## src/rtl/spi_reg_pkg.sv

```systemverilog
package spi_reg_pkg;
  // Transfer phase: waiting for chip select, command byte, data bytes
  typedef enum logic [1:0] {
    PH_IDLE = 2'd0,
    PH_ADDR = 2'd1,
    PH_DATA = 2'd2
  } phase_e;
endpackage

```

## src/rtl/spi_sync.sv

```systemverilog
module spi_sync #(
  parameter int            W       = 1,
  parameter int            STAGES  = 2,
  parameter logic [W-1:0]  RST_VAL = '0
) (
  input  logic         clk,
  input  logic         rst_n,
  input  logic [W-1:0] d,
  output logic [W-1:0] q
);
  logic [STAGES-1:0][W-1:0] stg;

  always_ff @(posedge clk or negedge rst_n) begin
    if (!rst_n) begin
      stg <= {STAGES{RST_VAL}};
    end else begin
      stg[0] <= d;
      for (int s = 1; s < STAGES; s++) stg[s] <= stg[s-1];
    end
  end

  assign q = stg[STAGES-1];
endmodule

```

## src/rtl/spi_edge.sv

```systemverilog
module spi_edge (
  input  logic clk,
  input  logic rst_n,
  input  logic cs_s,
  input  logic sclk_s,
  output logic active,
  output logic cs_fall,
  output logic cpol,
  output logic latch_ev,
  output logic shift_ev
);
  logic cs_d, sclk_d, cpol_q, sclk_chg;

  always_ff @(posedge clk or negedge rst_n) begin
    if (!rst_n) begin
      cs_d   <= 1'b1;
      sclk_d <= 1'b0;
      cpol_q <= 1'b0;
    end else begin
      cs_d   <= cs_s;
      sclk_d <= sclk_s;
      if (cs_fall) cpol_q <= sclk_s;
    end
  end

  assign active   = ~cs_s;
  assign cs_fall  = cs_d & ~cs_s;
  // the idle level seen at the select edge decides the polarity
  assign cpol     = cs_fall ? sclk_s : cpol_q;
  assign sclk_chg = sclk_s ^ sclk_d;
  // an edge returning to idle latches, an edge leaving idle shifts
  assign latch_ev = active & sclk_chg & (sclk_s == cpol);
  assign shift_ev = active & sclk_chg & (sclk_s != cpol);
endmodule

```

## src/rtl/spi_reg_engine.sv

```systemverilog
module spi_reg_engine
  import spi_reg_pkg::*;
#(
  parameter int DATA_W      = 8,
  parameter int SYNC_STAGES = 2
) (
  input  logic              clk,
  input  logic              rst_n,
  input  logic              cs_n_i,
  input  logic              sclk_i,
  input  logic              mosi_i,
  output logic              miso_o,
  output logic              miso_oe_o,
  output logic [DATA_W-2:0] reg_idx_o,
  output logic [DATA_W-1:0] reg_wdata_o,
  output logic              reg_wr_o,
  output logic              reg_rd_o,
  input  logic [DATA_W-1:0] reg_rdata_i,
  input  logic              reg_valid_i,
  input  logic              reg_hold_i
);
  localparam int IDX_W = DATA_W - 1;
  localparam int CNT_W = $clog2(DATA_W);
  localparam logic [CNT_W-1:0] LAST_BIT = CNT_W'(DATA_W - 1);

  function automatic logic [IDX_W-1:0] next_index(input logic [IDX_W-1:0] i,
                                                  input logic h);
    return h ? i : i + 1'b1;
  endfunction

  function automatic logic cmd_is_write(input logic [DATA_W-1:0] b);
    return b[DATA_W-1];
  endfunction

  // synchronized host pins
  logic cs_s, sclk_s, din_s;
  spi_sync #(.W(3), .STAGES(SYNC_STAGES), .RST_VAL(3'b100)) u_sync (
    .clk(clk), .rst_n(rst_n),
    .d({cs_n_i, sclk_i, mosi_i}),
    .q({cs_s, sclk_s, din_s})
  );

  // named events for the checker
  logic xfer_active, cs_fall, cpol, latch_ev, shift_ev, byte_done;
  spi_edge u_edge (
    .clk(clk), .rst_n(rst_n), .cs_s(cs_s), .sclk_s(sclk_s),
    .active(xfer_active), .cs_fall(cs_fall), .cpol(cpol),
    .latch_ev(latch_ev), .shift_ev(shift_ev)
  );

  phase_e              phase_q;
  logic [CNT_W-1:0]    bit_cnt_q;
  logic [DATA_W-1:0]   rx_sr_q, rx_next, tx_sr_q, wdata_q;
  logic [IDX_W-1:0]    idx_q;
  logic                is_wr_q, step_q, rd_q, wr_q, out_q, oe_q, rd_valid_q;
  logic                bit_ev;

  assign bit_ev    = latch_ev && (phase_q != PH_IDLE);
  assign rx_next   = {rx_sr_q[DATA_W-2:0], din_s};
  assign byte_done = bit_ev && (bit_cnt_q == LAST_BIT);

  always_ff @(posedge clk or negedge rst_n) begin
    if (!rst_n) begin
      phase_q    <= PH_IDLE;
      bit_cnt_q  <= '0;
      rx_sr_q    <= '0;
      tx_sr_q    <= '0;
      wdata_q    <= '0;
      idx_q      <= '0;
      is_wr_q    <= 1'b0;
      step_q     <= 1'b0;
      rd_q       <= 1'b0;
      wr_q       <= 1'b0;
      out_q      <= 1'b0;
      oe_q       <= 1'b0;
      rd_valid_q <= 1'b0;
    end else begin
      wr_q   <= 1'b0;
      rd_q   <= 1'b0;
      step_q <= 1'b0;
      if (!xfer_active) begin
        phase_q    <= PH_IDLE;
        bit_cnt_q  <= '0;
        oe_q       <= 1'b0;
        rd_valid_q <= 1'b0;
      end else begin
        if (cs_fall) begin
          phase_q   <= PH_ADDR;
          bit_cnt_q <= '0;
        end
        if (bit_ev) begin
          rx_sr_q   <= rx_next;
          bit_cnt_q <= byte_done ? '0 : bit_cnt_q + 1'b1;
        end
        if (byte_done) begin
          if (phase_q == PH_ADDR) begin
            is_wr_q <= cmd_is_write(rx_next);
            idx_q   <= rx_next[IDX_W-1:0];
            phase_q <= PH_DATA;
            rd_q    <= !cmd_is_write(rx_next);
          end else begin
            step_q <= 1'b1;
            if (is_wr_q) begin
              wr_q    <= 1'b1;
              wdata_q <= rx_next;
            end
          end
        end
        if (step_q) begin
          idx_q <= next_index(idx_q, reg_hold_i);
          rd_q  <= !is_wr_q;
        end
        if (rd_q) begin
          tx_sr_q    <= reg_rdata_i;
          rd_valid_q <= reg_valid_i;
        end
        if (shift_ev && (phase_q == PH_DATA) && !is_wr_q) begin
          out_q   <= tx_sr_q[DATA_W-1];
          tx_sr_q <= {tx_sr_q[DATA_W-2:0], 1'b0};
          oe_q    <= rd_valid_q;
        end
      end
    end
  end

  assign miso_o      = out_q;
  assign miso_oe_o   = oe_q;
  assign reg_idx_o   = idx_q;
  assign reg_wdata_o = wdata_q;
  assign reg_wr_o    = wr_q;
  assign reg_rd_o    = rd_q;
endmodule


```

## config.mk

```make
export PLATFORM = sky130hd
export DESIGN_NAME = spi_reg_engine
export DESIGN_NICKNAME = d
export VERILOG_FILES = /design/src/rtl/spi_reg_pkg.sv /design/src/rtl/spi_sync.sv /design/src/rtl/spi_edge.sv /design/src/rtl/spi_reg_engine.sv
export SDC_FILE = /design/constraint.sdc
export NUM_CORES = 1
export LEC_CHECK = 0
export BUFFER_PORTS_ARGS = -buffer_cell sky130_fd_sc_hd__buf_4
export CORE_MARGIN = 2
export CORE_UTILIZATION = 56
export DETAILED_ROUTE_END_ITERATION = 10
export PLACE_DENSITY_LB_ADDON = 0.3
export SETUP_SLACK_MARGIN = 0.15
export SLEW_MARGIN = 20
export SYNTH_ARGS = -nofsm -noshare
export SYNTH_HDL_FRONTEND = slang
export SYNTH_SLANG_ARGS = --single-unit
```

## constraint.sdc

```tcl
create_clock -name clk -period 2.54 [get_ports clk]
set_clock_uncertainty 0.1 [all_clocks]
set_input_delay 0.254 -clock clk [delete_from_list [all_inputs] [get_ports clk]]
set_output_delay 0.254 -clock clk [all_outputs]
set_load 0.01 [all_outputs]
```

=== Word-level counts from Yosys, hierarchy flattened ===
Cells that the tools add are included.

* Register bits: 51
* Bits in read-only memories: 0
* Output and inout port bits: 19
* Word-level logic and storage cells: 82
* Latch bits: 0
* Memory bits (writable): 0
* Memories: 0

* Bitwise logic cells: 7
* Reduce and logical (&&, ||, !) cells: 19
* $add $sub $neg: 2
* Divide/modulo/power cells: 0
* $lt $le $gt $ge: 0
* Multiplexer cells: 30
* Shift-type cells: 0
* $mul: 0
* Eq/ne operators: 6

{| class="wikitable"
|+ Operator list
! operator !! number
|-
| $mux W7 || 4
|-
| $mux W1 || 16
|-
| $mux W8 || 2
|-
| $mux W3 || 4
|-
| $reduce_bool A2 Y1 || 6
|-
| $mux W2 || 4
|-
| $reduce_and A4 Y1 || 2
|-
| $add A7 B1 Y7 const B || 1
|-
| $reduce_and A2 Y1 || 3
|-
| $and A1 B1 Y1 || 4
|-
| $logic_and A1 B1 Y1 || 4
|-
| $add A3 B1 Y3 const B || 1
|-
| $eq A3 B3 Y1 const B || 1
|-
| $reduce_and A3 Y1 || 1
|-
| $reduce_bool A3 Y1 || 1
|-
| $eq A2 B1 Y1 const B || 1
|-
| $eq A2 B2 Y1 const B || 1
|-
| $logic_not A1 Y1 || 2
|-
| $ne A2 B2 Y1 const B || 1
|-
| $not A1 Y1 || 2
|-
| $eq A1 B1 Y1 || 1
|-
| $ne A1 B1 Y1 || 1
|-
| $xor A1 B1 Y1 || 1
|}

=== Depth between registers and ports, before layout ===
Gate-level depths: netlist (run 1).

* Depth in word-level cells: 10
* Gate-level depth with buffers: 7
* Mapped depth without buffers: 6

=== Hierarchy ===
From an unflattened synthesis (run 1), not the netlist that was laid out.

* Cells, all modules: 187
* Area total of the unflattened synthesis: 2237.1 µm²

{| class="wikitable"
|+ Modules (own cells, without submodules)
! module !! instances !! cells each !! area an instance (µm²)
|-
| spi_reg_engine || 1 || 163 || 1913.1
|-
| spi_sync || 1 || 9 || 175.2
|-
| spi_edge || 1 || 15 || 148.9
|}

=== Worst setup path before layout (run 1) ===
Ideal clock, no wire load.

* Path type: register to register
* Start: register bit_cnt_q[0]
* End: register is_wr_q
* Stages on the path, launching flop included: 6
* Path slack: 0.663 ns
* Arrival: 1.652 ns
* Path through: dfrtp_1 > ha_1 > ha_1 > nand3b_1 > a2111oi_4 > mux2_2

* Longest elaborated chain between the ends: 3

{| class="wikitable"
|+ Ends and longest elaborated chain
! item !! line !! source
|-
| from (decl) || spi_reg_engine.sv:52 || <nowiki>logic [CNT_W-1:0] bit_cnt_q;</nowiki>
|-
| from (signal assigned) || spi_reg_engine.sv:93 || <nowiki>bit_cnt_q <= byte_done ? '0 : bit_cnt_q + 1'b1;</nowiki>
|-
| $eq A3 B3 Y1 || spi_reg_engine.sv:60 || <nowiki>assign byte_done = bit_ev && (bit_cnt_q == LAST_BIT);</nowiki>
|-
| $logic_and A1 B1 Y1 || spi_reg_engine.sv:60 ||
|-
| $reduce_and A3 Y1 (no source line) || -- ||
|-
| to (signal assigned) || spi_reg_engine.sv:97 || <nowiki>is_wr_q <= cmd_is_write(rx_next);</nowiki>
|-
| to (decl) || spi_reg_engine.sv:55 || <nowiki>logic is_wr_q, step_q, rd_q, wr_q, out_q, oe_q, rd_valid_q;</nowiki>
|}

Every way passes these cells.
A chain may end at the register's enable or synchronous reset.

=== Final worst setup path (run 1) ===
Same ends and word-level chain as after synthesis.

==> flow_summary.rst, run 1 <==
.. list-table::
   :header-rows: 1

   * - Metric
     - Value
   * - Pin count of the biggest net entering global routing
     - 52
   * - Worst R2R End
     - is_wr_q
   * - Slowest library cell on the worst path
     - a2111oi_4
   * - Run status
     - finished clean
   * - Fraction of registers with async set/reset
     - 100%
   * - Critical path endpoint category
     - flop
   * - Net total in the final layout
     - about 250
   * - Routability congestion estimate from global placement
     - 0.856
   * - Area contributors post-synth
     - dfrtp_1, mux2_2, mux2i_1, o21ai_0, dfstp_2
   * - Kind of launch point of the worst setup path
     - flop
   * - Number of top-level pins
     - 34
   * - Root Buffer
     - clkbuf_8
   * - Primary flip-flop cell chosen by synthesis mapping
     - dfrtp_1
   * - Sw Ratio
     - ~25%
   * - Number of detailed-route iterations in the first pass
     - 4
   * - Area added between synthesis and finish
     - 18.4%
   * - Total congestion overflow
     - 0
   * - Cell Count Post-Placement
     - 272
   * - Most numerous cell in the Yosys netlist
     - dfrtp_1
   * - Via count of the routed design
     - 1,557
   * - Power Density
     - 549 nW/µm²
   * - Switching power total
     - 361 µW
   * - Number of slew-limit violations in the final report
     - 0
   * - Worst EP required
     - 2.63 ns
   * - Wire length after detailed routing
     - 4.03 mm
   * - Post-Syn Instances
     - 193
   * - Number of enable-type register cells in the synthesized netlist
     - 0
   * - Cell depth of the worst hold path
     - 3
   * - GRT Total Usage
     - between 10% and 20%
   * - Clock Sink Count
     - 51
   * - Origin of the critical flop-to-flop path
     - bit_cnt_q[0]
   * - Maximum fanout along the worst path
     - 9
   * - Static power due to leakage
     - 0.00122 µW
   * - Number of violations of the max-capacitance limit
     - 0
   * - Clock period minus final worst setup slack
     - ~2 ns
   * - Number of routed nets with antenna violations
     - 0
   * - Cell type with the highest aggregate area in the netlist
     - dfrtp_1
   * - Gates resized, CTS repair
     - 0
   * - Proportion of netlist area held by the largest area contributor
     - 53.0%
   * - Post-Syn Area per Cell
     - ~12 µm²
   * - Part of the power in registers
     - 61.6%
   * - Netlist area before placement
     - 2270 µm²
   * - Number of standard-cell rows in the floorplan
     - 23
   * - CTS H-tree lvls
     - 2
   * - Most common cell on crit path
     - ha_1
   * - Violation count after the first detailed-route iteration
     - between 80 and 90
   * - End point of the most critical hold path
     - tx_sr_q[0]
   * - Register-to-register setup slack
     - about 0.49 ns
   * - Floorplan die height
     - 67.6 µm
   * - Count of input and output buffers
     - 33
   * - Type of the worst min-delay path
     - input pin to flop
   * - Delay contributed by the slowest stage of the critical path
     - ~0.53 ns
   * - Worst rel slew slack
     - 43.3%
   * - Average routed wire per standard cell
     - 14.2 µm
   * - Max frequency
     - 0.488 GHz
   * - Start point of the worst min-delay path
     - reg_rdata_i[0]
   * - Maximum ir drop on the vdd rail
     - 451 µV
   * - Latest clock arrival within the worst-skew pair
     - 0.30 ns
   * - Overall die width
     - 67.6 µm
   * - Post-synth top cells
     - dfrtp_1, nand2_1, o21ai_0, mux2_2, nor2_1
   * - Number of buffers on the longest clock path
     - 2
   * - Sequential share of the synthesized area
     - 56.4%
   * - Number of hold violations in the final report
     - 0
   * - Least-Margin Pin Slew
     - 0.849 ns
   * - Clock tree from TritonCTS
     - built
   * - Placed wire-length estimate
     - 2.75 mm
   * - Unrepaired setup endpoints after global routing
     - false
   * - Cell-internal power
     - 1110 µW
   * - Number of standard cells in the layout, taps in and fillers out
     - 284
   * - Cells along the critical path
     - ha_1 -> ha_1 -> nand3b_1 -> a2111oi_4 -> mux2_2
   * - Number of distinct library cell variants in the gate-level netlist after synthesis
     - 42
   * - Number of buffers inserted to repair setup after CTS
     - 0
   * - Fraction of layout instances using a drive strength above 1
     - around 30%
   * - Number of warnings reported in the yosys synthesis log
     - 0
   * - Area of the die
     - 4580 µm²
   * - Cells on worst reg2reg path
     - 5
   * - Power consumption
     - 1470 µW
   * - Starting utilization of the core area
     - 57.5%
   * - Data arrival, critical path
     - about 2.1 ns
   * - Number of global-route vias before repair
     - 1,440
   * - Relative contribution of the clock network to total power
     - 30.1%
   * - Crit share post-route
     - 80.7%
   * - Count of unresolved DRC violations after routing
     - 0
   * - Count of state elements after synthesis
     - 51
   * - # setup viols final
     - 0
   * - Start-to-end type of the worst setup path
     - flop to flop
   * - Number of vias per cell
     - between 5 and 6
   * - Synthesized net count
     - 211
   * - Standard cell core area
     - ~3900 µm²
   * - Number of antenna repair diodes
     - 0
   * - Final-layout setup total negative slack
     - 0 ns
   * - Combinational Power Share
     - 8.3%
   * - Number of buffers created by CTS
     - 5
   * - Layout fillers
     - ~300
   * - Initial antenna violation count
     - 0
   * - Clock-pin transition on the worst setup and hold timing paths
     - 0.08 ns
   * - First-pass GRT wire length
     - 6.64 mm
power by group through the flow:
stage / registers, µW / logic [µW] / clock network, µW
floorplan: 902 / 76.7 / 0
finish: 908 / 123 / 443
detailed placement: 924 / 119 / 0
global route: 916 / 136 / 485
CTS: 908 / 125 / 459
global placement: 922 / 117 / 0
cells by family (layout without fill, tap and decap cells):
kind of cell	count (synthesis)	in the layout	share of synthesized area, %
muxes	25	25	11.9
xor gates and xnor gates	2	2	0.772
buffers and inverters	17	58	3.42
and+or+nand+nor	57	57	13.0
adders and majority gates	3	3	1.65
DFF	51	51	56.4
AOI/OAI and AO/OA	38	38	12.9
per-stage QoR:
stage / util [%] / instance area, µm² / hold slack, ns / setup WS [ns]
2_1_floorplan: - / 2270 / -0.142 / 0.663
3_3_place_gp: 65.0 / 2560 / 0.210 / 0.564
3_5_place_dp: 65.0 / 2560 / 0.214 / 0.490
4_1_cts: 68.1 / 2690 / 0.102 / 0.486
5_1_grt: 68.1 / 2690 / 0.132 / 0.284
6_report: 68.1 / 2690 / 0.106 / 0.490
sequential cells by signal (all words and copies together) (netlist names):
signal	flops
reg_wdata_o	8
tx_sr_q	8
reg_idx_o	7
rx_sr_q	7
bit_cnt_q	3
u_sync.q	3
u_sync.stg	3
phase_q	2
is_wr_q	1
miso_o	1
miso_oe_o	1
rd_valid_q	1
reg_rd_o	1
reg_wr_o	1
step_q	1
u_edge.cpol_q	1
u_edge.cs_d	1
u_edge.sclk_d	1
timing repair:
item | CTS | global route
hold buffers | 4 | 0
endpoints found under the setup margin | 0 | 0
hold endpoints to repair | 51 | 0
layout make-up:
class                   instances  area (µm²)  share of cell area [%]
clock buffers                   6        72.6                    2.70
clock inverters                 2        12.5                   0.466
inverters                      10        37.5                    1.40
multi-input cells             125         911                    33.9
flip-flops and latches         51        1280                    47.6
well taps                      50        62.6                    2.33
repair buffers                 40         310                    11.6
cells in the final DEF (no fill, tap or decap), drive strengths merged, types with 2 or more instances in the layout:
cell type / netlist / final
dfrtp: 48 / 48
buf: 4 / 36
nand2: 19 / 19
o21ai: 18 / 18
mux2: 15 / 15
nor2: 12 / 12
inv: 10 / 10
mux2i: 10 / 10
nor3: 6 / 6
clkbuf: 3 / 6
nand3b: 4 / 4
a211oi: 4 / 4
dlygate4sd3: 0 / 4
nor2b: 3 / 3
ha: 3 / 3
dfstp: 3 / 3
nand3: 2 / 2
xnor2: 2 / 2
a2111oi: 2 / 2
a2bb2oi: 2 / 2
a31oi: 2 / 2
a21oi: 2 / 2
o22ai: 2 / 2
worst max-delay path, delay by kind of cell, from the launching register on:
| family | cells | cell delay [ns] |
|---|---|---|
| fa+ha+maj | 2 | 0.37 |
| simple gates | 1 | 0.17 |
| flops | 1 | 0.37 |
| mux | 1 | 0.39 |
| compound gates | 1 | 0.53 |
how the worst max path moves through the flow:
| stage | end | from | cells after the start |
|---|---|---|---|
| after floorplan | is_wr_q | bit_cnt_q[0] | 5 |
| after global placement | is_wr_q | bit_cnt_q[0] | 5 |
| after detailed placement | is_wr_q | bit_cnt_q[0] | 5 |
| after CTS | is_wr_q | bit_cnt_q[0] | 5 |
| after global routing | reg_idx_o[6] | bit_cnt_q[0] | 6 |
| final | is_wr_q | bit_cnt_q[0] | 5 |
metal layers:
layer	share of wire [%]	vias to the layer above	track usage, %
met5	0	-	0
met4	2.0	0	8.42
met3	4.2	10	5.00
met2	48	38	32.0
met1	45	743	25.4
li1	-	766	-
Note: power is estimated with default switching activity, not from simulation.
==> run 2: changes to the inputs <==
- CORE_UTILIZATION: 56 -> 50
- clock period: 2.54 -> 1.8 ns (I/O delays scaled with it)
==> run 2 against run 1 <==
The flow now finishes with violations (setup timing); sequential power is 42% higher; sequential cell count stayed put; non-clock buffer count increased by 26; via count grew 14%; count of clock-buffer cells in the layout unchanged; hold slack got worse by 0.090 ns; critical path depth increased by 1; final cell count up 9.9%; maximum frequency increased by 7.5%; total power is 62% higher.
==> flow_summary.rst, run 2 (synthesis results as in run 1) <==
.. list-table::
   :header-rows: 1

   * - Metric
     - Value
   * - Relative contribution of the clock network to total power
     - 34.6%
   * - GRT Total Usage
     - 21.2%
   * - Max frequency
     - 0.524 GHz
   * - Number of standard-cell rows in the floorplan
     - 24
   * - Pin count of the biggest net entering global routing
     - 52
   * - CTS H-tree lvls
     - 2
   * - Violation count after the first detailed-route iteration
     - 108
   * - Part of the power in registers
     - around 54%
   * - Cell depth of the worst hold path
     - 3
   * - Via count of the routed design
     - approximately 1,800
   * - Root Buffer
     - clkbuf_8
   * - Combinational Power Share
     - 11.3%
   * - Count of input and output buffers
     - 33
   * - Maximum ir drop on the vdd rail
     - about 600 µV
   * - Floorplan die height
     - a little over 70 µm
   * - Number of violations of the max-capacitance limit
     - 0
   * - Clock period minus final worst setup slack
     - between 1.5 and 2 ns
   * - Worst EP required
     - 1.90 ns
   * - Power Density
     - between 700 and 800 nW/µm²
   * - Count of unresolved DRC violations after routing
     - 0
   * - Standard cell core area
     - about 4400 µm²
   * - Number of vias per cell
     - 5.70
   * - Number of buffers created by CTS
     - 5
   * - Crit share post-route
     - 106%
   * - Fraction of layout instances using a drive strength above 1
     - a little over half
   * - Number of top-level pins
     - 34
   * - Most frequent cells in the layout
     - buf_4, dfrtp_1, buf_6, nand2_1, nor2_1
   * - Violated checks
     - setup timing
   * - Cells on worst reg2reg path
     - 6
   * - Placed wire-length estimate
     - 3.14 mm
   * - Unrepaired setup endpoints after global routing
     - true
   * - Number of antenna repair diodes
     - 0
   * - Wire length after detailed routing
     - 5.50 mm
   * - Area of the die
     - 5090 µm²
   * - First-pass GRT wire length
     - roughly 8.4 mm
   * - Least-Margin Pin Slew
     - 0.639 ns
   * - Clock Sink Count
     - 51
   * - Overall die width
     - 71.4 µm
   * - Kind of launch point of the worst setup path
     - flop
   * - Initial antenna violation count
     - 0
   * - Net total in the final layout
     - between 200 and 300
   * - # setup viols final
     - 13
   * - Worst rel slew slack
     - 57.4%
   * - Number of buffers on the longest clock path
     - 2
   * - Total congestion overflow
     - 0
   * - Worst Setup Slack, final
     - -0.108 ns
   * - Clock-pin transition on the worst setup and hold timing paths
     - 0.10 ns
   * - Number of hold violations in the final report
     - 0
   * - Cell-internal power
     - ~1800 µW
   * - Starting utilization of the core area
     - 52.1%
   * - Clock tree from TritonCTS
     - built
   * - Average routed wire per standard cell
     - 17.6 µm
   * - Switching power total
     - ~580 µW
   * - Most frequent standard cell in the layout excluding fill and tap cells
     - buf_4
   * - Latest clock arrival within the worst-skew pair
     - around 0.31 ns
   * - Final-layout setup total negative slack
     - -0.608 ns
   * - Number of slew-limit violations in the final report
     - 0
   * - Sw Ratio
     - 24.4%
   * - Number of routed nets with antenna violations
     - 0
   * - Static power due to leakage
     - ~0.0015 µW
   * - Data arrival, critical path
     - 2.01 ns
   * - Routability congestion estimate from global placement
     - about 0.84
   * - Critical path endpoint category
     - flop
   * - Type of the worst min-delay path
     - input pin to flop
   * - Run status
     - finished, violations left
   * - Number of detailed-route iterations in the first pass
     - 4
   * - Post-route worst hold slack
     - 0.0153 ns
   * - Start-to-end type of the worst setup path
     - flop to flop
   * - Area added between synthesis and finish
     - 43.6%
   * - Number of global-route vias before repair
     - ~1,700
   * - Maximum fanout along the worst path
     - 4
## run 2: cell types whose count changed in the layout (fill, tap and decap cells not counted), moves of 5 or more
cell	before	now
buf_4	36	48
o21ai_2	0	7
o21ai_0	18	6
nand2_2	0	5
mux2_4	0	6
buf_6	0	13
mux2_2	15	9
nand2_1	19	11
o21ai_1	0	5
## run 2: layout make-up
type,instances,area (µm²)
flip-flops and latches,51,1280
well taps,52,65.1
clock buffers,6,82.6
fillers,266,1100
clock inverters,2,35.0
repair buffers,66,567
inverters,10,40.0
multi-input cells,125,1180
## run 2: what timing repair did
item / 4_1_cts / 5_1_grt
hold buffers: 4 / 0
pin swaps: 15 / 12
resized for setup: 47 / 32
setup endpoints to repair: 35 / 39
buffers inserted: 9 / 4
endpoints found under the hold margin: 51 / 0
cloned: 2 / 0
## run 2: final timing paths
path                                     from             end  slack (ns)
worst max-delay path             bit_cnt_q[1]         is_wr_q       -0.11
worst min-delay path              reg_valid_i      rd_valid_q        0.02
worst max register to register   bit_cnt_q[1]         is_wr_q       -0.11
worst min register to register  u_sync.stg[1]     u_sync.q[1]        0.26
max in group asynchronous               rst_n   u_edge.sclk_d        0.80
min in group asynchronous               rst_n  reg_wdata_o[7]        0.33
## run 2: stage by stage
step | instances | area [µm²] | setup slack, ns | total power (µW) | utilization (%)
finish | 312 | 3260 | -0.108 | 2390 | 74.8
detailed placement | 285 | 2700 | -0.0647 | 1490 | 62.1
CTS | 308 | 3120 | -0.0157 | 2370 | 71.6
global route | 312 | 3260 | -0.159 | 2470 | 74.8
floorplan | 193 | 2310 | 0.0523 | 1390 | -
global placement | 285 | 2700 | -0.00308 | 1480 | 62.1
## run 2: routing by layer
metal | vias up | routed length, µm | GRT usage (%)
met3 | 9 | 246 | 4.22
met1 | 884 | 2450 | 31.0
met4 | 0 | 85 | 6.29
li1 | 826 | - | -
met5 | - | 0 | 0
met2 | 58 | 2730 | 32.5
## run 2: worst max-delay path: stages, from the launching register on
cell	delay, ns
dfrtp_1	0.39
ha_2	0.21
ha_4	0.13
nand3b_1	0.17
a2111oi_4	0.30
buf_4	0.21
mux2_4	0.30
## run 2: power groups by stage
stage | clock [µW] | combinational, µW | sequential (µW)
finish | 827 | 270 | 1290
global route | 880 | 291 | 1300
CTS | 831 | 251 | 1290
detailed placement | 0 | 190 | 1300
global placement | 0 | 185 | 1300
floorplan | 0 | 113 | 1280
